<file path="src/rtl/sram_gate_pkg.sv">
package sram_gate_pkg;

  // Which configuration register an access selects.
  typedef enum logic [2:0] {
    SEL_NONE,
    SEL_VEC,
    SEL_LOCK,
    SEL_CTL,
    SEL_STAT,
    SEL_CLR
  } cfgSelT;

  // Strobes from the control module to the datapath.
  typedef struct packed {
    cfgSelT sel;
    logic   wrEn;
    logic   illegal;
  } cfgStrobeT;

  localparam int STAT_W = 2;

endpackage

</file>
<file path="src/rtl/gate_ctrl.sv">
module gate_ctrl
  import sram_gate_pkg::*;
#(
  parameter int NUM_VEC = 8,
  parameter int VIDX_W  = 3
) (
  input  logic              cfgValid,
  input  logic              cfgWrite,
  input  logic              cfgSecure,
  input  logic [VIDX_W:0]   cfgAddr,
  input  logic [NUM_VEC-1:0] lockBits,
  output cfgStrobeT         strobe
);

  logic [VIDX_W-1:0] wordIdx;
  assign wordIdx = cfgAddr[VIDX_W-1:0];

  always_comb begin
    strobe.sel     = SEL_NONE;
    strobe.wrEn    = 1'b0;
    strobe.illegal = 1'b0;
    if (cfgValid) begin
      if (!cfgSecure) begin
        strobe.illegal = 1'b1;
      end else if (!cfgAddr[VIDX_W]) begin
        strobe.sel  = SEL_VEC;
        strobe.wrEn = cfgWrite & ~lockBits[wordIdx];
      end else if (cfgAddr[VIDX_W-1:2] == '0) begin
        strobe.wrEn = cfgWrite;
        unique case (cfgAddr[1:0])
          2'd0:    strobe.sel = SEL_LOCK;
          2'd1:    strobe.sel = SEL_CTL;
          2'd2:    strobe.sel = SEL_STAT;
          default: strobe.sel = SEL_CLR;
        endcase
      end
    end
  end

endmodule

</file>
<file path="src/rtl/gate_datapath.sv">
module gate_datapath
  import sram_gate_pkg::*;
#(
  parameter int DATA_W  = 32,
  parameter int VEC_W   = 32,
  parameter int NUM_VEC = 8,
  parameter int VIDX_W  = 3,
  parameter int BIDX_W  = 5
) (
  input  logic                     clk,
  input  logic                     rstN,
  input  cfgStrobeT                strobe,
  input  logic [VIDX_W-1:0]        cfgIdx,
  input  logic [VEC_W-1:0]         cfgWdata,
  output logic [VEC_W-1:0]         cfgRdata,
  output logic [NUM_VEC-1:0]       lockBits,
  output logic [STAT_W-1:0]        statBits,
  output logic                     ctlEn,
  input  logic                     reqValid,
  input  logic                     reqSecure,
  input  logic [VIDX_W+BIDX_W-1:0] blkAddr,
  output logic                     fwdOk,
  input  logic [DATA_W-1:0]        memRdata,
  output logic                     rspValid,
  output logic                     rspErr,
  output logic [DATA_W-1:0]        rspRdata
);

  logic [VEC_W-1:0]  vecQ [NUM_VEC];
  logic [NUM_VEC-1:0] lockQ;
  logic              ctlQ;
  logic [STAT_W-1:0] statQ;
  logic              rspValidQ;
  logic              blockedQ;

  logic [VIDX_W-1:0] vIdx;
  logic [BIDX_W-1:0] bIdx;
  logic              nsBlock;
  logic              allow;
  logic              viol;
  logic [STAT_W-1:0] setMask;
  logic [STAT_W-1:0] clrMask;

  // Attribute words, one register per group of blocks.
  for (genvar g = 0; g < NUM_VEC; g++) begin : g_vec
    always_ff @(posedge clk) begin
      if (!rstN) begin
        vecQ[g] <= '0;
      end else if (strobe.sel == SEL_VEC && strobe.wrEn && cfgIdx == VIDX_W'(g)) begin
        vecQ[g] <= cfgWdata;
      end
    end
  end

  // Lock word, sticky ones.
  always_ff @(posedge clk) begin
    if (!rstN) begin
      lockQ <= '0;
    end else if (strobe.sel == SEL_LOCK && strobe.wrEn) begin
      lockQ <= lockQ | cfgWdata[NUM_VEC-1:0];
    end
  end

  always_ff @(posedge clk) begin
    if (!rstN) begin
      ctlQ <= 1'b0;
    end else if (strobe.sel == SEL_CTL && strobe.wrEn) begin
      ctlQ <= cfgWdata[0];
    end
  end

  // Block lookup and gating decision.
  assign vIdx    = blkAddr[BIDX_W +: VIDX_W];
  assign bIdx    = blkAddr[BIDX_W-1:0];
  assign nsBlock = vecQ[vIdx][bIdx];
  assign allow   = reqSecure | nsBlock;
  assign fwdOk   = reqValid & allow;
  assign viol    = reqValid & ~allow;

  // Status: clear first, then new events win.
  assign setMask = {strobe.illegal, viol};
  assign clrMask = (strobe.sel == SEL_CLR && strobe.wrEn) ? cfgWdata[STAT_W-1:0] : '0;

  always_ff @(posedge clk) begin
    if (!rstN) begin
      statQ <= '0;
    end else begin
      statQ <= (statQ & ~clrMask) | setMask;
    end
  end

  // Response stage.
  always_ff @(posedge clk) begin
    if (!rstN) begin
      rspValidQ <= 1'b0;
      blockedQ  <= 1'b0;
    end else begin
      rspValidQ <= reqValid;
      blockedQ  <= viol;
    end
  end

  assign rspValid = rspValidQ;
  assign rspErr   = blockedQ;
  assign rspRdata = blockedQ ? '0 : memRdata;

  // Configuration read mux.
  always_comb begin
    cfgRdata = '0;
    unique case (strobe.sel)
      SEL_VEC:  cfgRdata = vecQ[cfgIdx];
      SEL_LOCK: cfgRdata = VEC_W'(lockQ);
      SEL_CTL:  cfgRdata = VEC_W'(ctlQ);
      SEL_STAT: cfgRdata = VEC_W'(statQ);
      default:  cfgRdata = '0;
    endcase
  end

  assign lockBits = lockQ;
  assign statBits = statQ;
  assign ctlEn    = ctlQ;

endmodule

</file>
<file path="src/rtl/sram_sec_gate.sv">
module sram_sec_gate
  import sram_gate_pkg::*;
#(
  parameter int ADDR_W     = 16,
  parameter int DATA_W     = 32,
  parameter int BLOCK_BITS = 8,
  parameter int VEC_W      = 32,
  localparam int NUM_BLOCKS = 2 ** (ADDR_W - BLOCK_BITS),
  localparam int NUM_VEC    = NUM_BLOCKS / VEC_W,
  localparam int VIDX_W     = $clog2(NUM_VEC),
  localparam int BIDX_W     = $clog2(VEC_W),
  localparam int CFG_AW     = VIDX_W + 1
) (
  input  logic              clk,
  input  logic              rstN,
  input  logic              reqValid,
  input  logic              reqWrite,
  input  logic              reqSecure,
  input  logic [ADDR_W-1:0] reqAddr,
  input  logic [DATA_W-1:0] reqWdata,
  output logic              rspValid,
  output logic              rspErr,
  output logic [DATA_W-1:0] rspRdata,
  output logic              memValid,
  output logic              memWrite,
  output logic [ADDR_W-1:0] memAddr,
  output logic [DATA_W-1:0] memWdata,
  input  logic [DATA_W-1:0] memRdata,
  input  logic              cfgValid,
  input  logic              cfgWrite,
  input  logic              cfgSecure,
  input  logic [CFG_AW-1:0] cfgAddr,
  input  logic [VEC_W-1:0]  cfgWdata,
  output logic [VEC_W-1:0]  cfgRdata,
  output logic              cfgErr,
  output logic              irq
);

  cfgStrobeT          strobe;
  logic [NUM_VEC-1:0] lockBits;
  logic [STAT_W-1:0]  statBits;
  logic               ctlEn;

  gate_ctrl #(
    .NUM_VEC (NUM_VEC),
    .VIDX_W  (VIDX_W)
  ) u_ctrl (
    .cfgValid  (cfgValid),
    .cfgWrite  (cfgWrite),
    .cfgSecure (cfgSecure),
    .cfgAddr   (cfgAddr),
    .lockBits  (lockBits),
    .strobe    (strobe)
  );

  gate_datapath #(
    .DATA_W  (DATA_W),
    .VEC_W   (VEC_W),
    .NUM_VEC (NUM_VEC),
    .VIDX_W  (VIDX_W),
    .BIDX_W  (BIDX_W)
  ) u_dp (
    .clk       (clk),
    .rstN      (rstN),
    .strobe    (strobe),
    .cfgIdx    (cfgAddr[VIDX_W-1:0]),
    .cfgWdata  (cfgWdata),
    .cfgRdata  (cfgRdata),
    .lockBits  (lockBits),
    .statBits  (statBits),
    .ctlEn     (ctlEn),
    .reqValid  (reqValid),
    .reqSecure (reqSecure),
    .blkAddr   (reqAddr[ADDR_W-1:BLOCK_BITS]),
    .fwdOk     (memValid),
    .memRdata  (memRdata),
    .rspValid  (rspValid),
    .rspErr    (rspErr),
    .rspRdata  (rspRdata)
  );

  assign memWrite = reqWrite;
  assign memAddr  = reqAddr;
  assign memWdata = reqWdata;
  assign cfgErr   = strobe.illegal;
  assign irq      = ctlEn & (|statBits);

endmodule

</file>
<file path="config.mk">
export PLATFORM = sky130hd
export DESIGN_NAME = sram_sec_gate
export DESIGN_NICKNAME = d
export VERILOG_FILES = /design/src/rtl/sram_gate_pkg.sv /design/src/rtl/gate_ctrl.sv /design/src/rtl/gate_datapath.sv /design/src/rtl/sram_sec_gate.sv
export SDC_FILE = /design/constraint.sdc
export NUM_CORES = 1
export LEC_CHECK = 0
export BUFFER_PORTS_ARGS = -buffer_cell sky130_fd_sc_hd__buf_2
export CAP_MARGIN = 20
export CORE_MARGIN = 2
export CORE_UTILIZATION = 30
export CTS_CLUSTER_SIZE = 20
export DETAILED_ROUTE_END_ITERATION = 12
export HOLD_SLACK_MARGIN = 0.05
export PLACE_DENSITY = 0.53
export SYNTH_ARGS = -nofsm -noshare
export SYNTH_HDL_FRONTEND = slang
export SYNTH_HIERARCHICAL = 1
export SYNTH_SLANG_ARGS = --single-unit
</file>
<file path="constraint.sdc">
create_clock -name clk -period 10.2 [get_ports clk]
set_input_delay 1.02 -clock clk [delete_from_list [all_inputs] [get_ports clk]]
set_output_delay 1.02 -clock clk [all_outputs]
set_load 0.1 [all_outputs]
</file>
==> flow_summary.ini <==
[logic_synthesis]
yosys_register_bits = 269
syn-num-nets = 1188
seq_area_frac_synth = 0.530
synth_edf_count = 256
yosys_warnings = 6
synth_ff_type = edfxtp_1
yosys.cell_types.count = 47
synth_cells = 1064
syn_area_sq_mm = 0.0150
async_flop_share = 0
avgSynthCellArea_sq_um = 14.1

[layout]
multiInputGateArea_sq_mm = 0.00645
final_nets = 1275
fill_cells = 4731
drive_gt1_frac = 0.326
final_core_util = 0.351
fin_area_sq_mm = 0.0173
stdcell_count = 1843
syn_to_final_growth_pct = 15.1
seq_area_sq_mm = 0.00795

[floorplan]
die_area_sq_mm = 0.0518
start_util = 0.305
rows = 81
dieHeight_um = 228
core_sq_mm = 0.0492
dieWidth_um = 228
ios = 242

[run]
cap_violations = 0

[run_status]
outcome = finished clean

[worst_setup_path]
cp.arrival_ns = 4.59
path_class = input pin to output pin
slowest_delay_ns = 0.59
startpoint = reqAddr[13]
slowest_stage = buf_4
endpoint = memValid
startpoint_type = input pin
crit_required_ns = 9.18
r2r_start = u_dp/lockBits[7]
cp_cell_sequence = buf_4, buf_4, mux4_2, mux2_2, and3_1, nor4_1, o211ai_1, a211oi_2, nor2b_1, buf_2
crit_fanout = 37
crit_path_end_kind = output pin
path_common_cell = buf_4
r2r_end = u_dp/vecQ[1][25]
r2r_slack_ns = 6.49
ff2ff_path_depth = 6

[clock_network]
ctsResizeCount = 0
path_clk_slew_ns = 0.06
cts_tree = yes
cts.sinks = 269
postCtsSetupBuffers = 0
htree_levels = 1
clk_path_buf_depth = 3
cts_hold_buf = 0
numCtsBuffers = 30
insertion_delay_ns = 0.58
root_buffer = clkbuf_16

[place]
place.gp.congestion = 0.783
hpwl_um = 27400
placed_cell_area_sq_mm = 0.0162
dp.cells = 1782
port-buffer-count = 159

[power]
cellPowerDensity_mw_per_mm2 = 164
irDropWorstVdd_uv = 128
p_leak_nw = 6.19

[sta]
worst_pin_slew_ns = 1.02
period_share = 0.550
relSlewSlack = 0.317
timing.setup.tns_ns = 0
max_freq_ghz = 0.178
layout_min_cycle_time_ns = 5.61
hold_viol_final = 0
slew_viol_final = 0
setup-violations-final = 0
skew_ns = 0.0319
rsz0062_at_grt = no

[routing]
ant_nets = 0
drtIter0Drc = 808
viasPerCell = 5.06
wl_um = 45100
avgRoutedWirePerCell_um = 24.5
route.detailed.drc = 0
firstDrtPassIters = 5
vias = 9334

[global_routing]
grtUsageTotal = 0.173
grt_max_degree = 52
grt_pass1_vias = 9550
overflow = 0
grt_pass1_wl_um = 65100
antenna_found_initial = 3

[hold_path]
min_path_type = register to register
-- worst max-delay path, delay by kind of cell --
| family | cells | cell delay [ns] |
|---|---|---|
| compound gates | 2 | 0.67 |
| simple gates | 3 | 0.63 |
| mux | 2 | 0.86 |
| buf+inv | 3 | 1.39 |
-- worst min path at each step --
stage	startpoint	to	slack [ns]	depth (start not counted)
after detailed placement	u_dp/lockBits[5]	u_dp/lockBits[5]	0.51	2
after global routing	u_dp/lockBits[1]	u_dp/lockBits[1]	0.55	2
after floorplan	u_dp/lockBits[6]	u_dp/lockBits[6]	0.48	2
after global placement	u_dp/lockBits[5]	u_dp/lockBits[5]	0.50	2
final	u_dp/lockBits[0]	u_dp/lockBits[0]	0.53	2
after CTS	u_dp/lockBits[5]	u_dp/lockBits[5]	0.53	2
-- cells in the final DEF (no fill, tap or decap), types with 3 or more instances in the layout --
cell type,netlist,final
and2_1,259,259
edfxtp_1,256,256
buf_2,13,155
mux4_2,121,121
nor2b_1,53,53
mux2i_1,41,41
nor2_1,45,39
clkbuf_16,0,30
buf_4,50,28
nand2_1,17,17
mux2_2,17,17
a21oi_1,16,16
dfxtp_1,13,13
clkbuf_1,57,9
a22oi_1,9,9
o21ai_0,14,8
nand2b_1,6,6
o21ai_4,0,6
nor2_2,0,6
clkinv_2,0,5
and3_1,5,5
o311ai_0,5,5
nand3_1,5,5
mux4_1,5,5
diode_2,0,4
bufinv_16,0,4
clkinv_1,1,4
nor3b_1,4,4
a221oi_1,4,4
nor4_1,4,4
inv_1,3,3
nor3_1,5,3
-- state kept, by name, indices dropped and copies added (netlist names) --
register and flops:
u_dp/ctlEn 1, u_dp/statBits 2, u_dp/lockBits 8, u_dp/rspErr 1, u_dp/vecQ 256, u_dp/rspValid 1
-- kinds of logic after synthesis --
family                 count (synthesis)  share of synthesized area
multiplexers                         184                      0.231
buffers and inverters                133                     0.0474
flip-flops                           269                      0.530
AND/OR/NAND/NOR                      415                      0.164
AO/OA/AOI/OAI                         63                     0.0280
-- power by group --
group / leakage (nW) / switching, mW / total (mW) / internal (mW)
clock: 0.487 / 0.450 / 1.11 / 0.657
sequential: 2.54 / 0.0316 / 1.29 / 1.26
combinational: 3.17 / 0.283 / 0.422 / 0.139
-- stage by stage --
| stage | hold WS [ns] | worst slack [ns] | total power [mW] |
|---|---|---|---|
| after floorplan | 0.475 | 4.83 | 1.69 |
| after global placement | 0.505 | 4.57 | 1.74 |
| after detailed placement | 0.513 | 4.55 | 1.74 |
| after CTS | 0.525 | 4.53 | 2.85 |
| after global routing | 0.552 | 4.32 | 2.91 |
| final | 0.529 | 4.59 | 2.82 |
-- Yosys cell counts, types with 5 or more instances --
| master | n | area share |
|---|---|---|
| buf_1 | 8 | 0.0020 |
| mux2_2 | 17 | 0.013 |
| buf_4 | 50 | 0.025 |
| mux2i_1 | 41 | 0.027 |
| edfxtp_1 | 256 | 0.51 |
| a22oi_1 | 9 | 0.0045 |
| o21ai_0 | 14 | 0.0047 |
| dfxtp_1 | 13 | 0.017 |
| and3_1 | 5 | 0.0021 |
| nand2b_1 | 6 | 0.0025 |
| nand3_1 | 5 | 0.0017 |
| o311ai_0 | 5 | 0.0029 |
| nand2_1 | 17 | 0.0043 |
| a21oi_1 | 16 | 0.0053 |
| mux4_2 | 121 | 0.18 |
| buf_2 | 13 | 0.0043 |
| and2_1 | 259 | 0.11 |
| nor2_1 | 45 | 0.011 |
| nor2b_1 | 53 | 0.022 |
| mux4_1 | 5 | 0.0088 |
| nor3_1 | 5 | 0.0017 |
| clkbuf_1 | 57 | 0.014 |
-- metal layers --
metal  wire length, um  share of wire  vias up  global-route usage
met5                 0              0        -                   0
met4              1100          0.024        0              0.0493
met3              2580          0.057       82              0.0257
met2             22700           0.50      302               0.300
met1             18700           0.41     4816               0.224
li1                  -              -     4134                   -
-- final cells by class --
cell class | instances | share of cell area
clock inverters | 15 | 0.0110
flip-flops and latches | 269 | 0.461
clock buffers | 41 | 0.0471
repair buffers | 184 | 0.0578
diodes | 4 | 0.000580
well taps | 664 | 0.0482
multi-input cells | 662 | 0.374
inverters | 4 | 0.000870
Note: power is estimated with default switching activity, not from simulation.
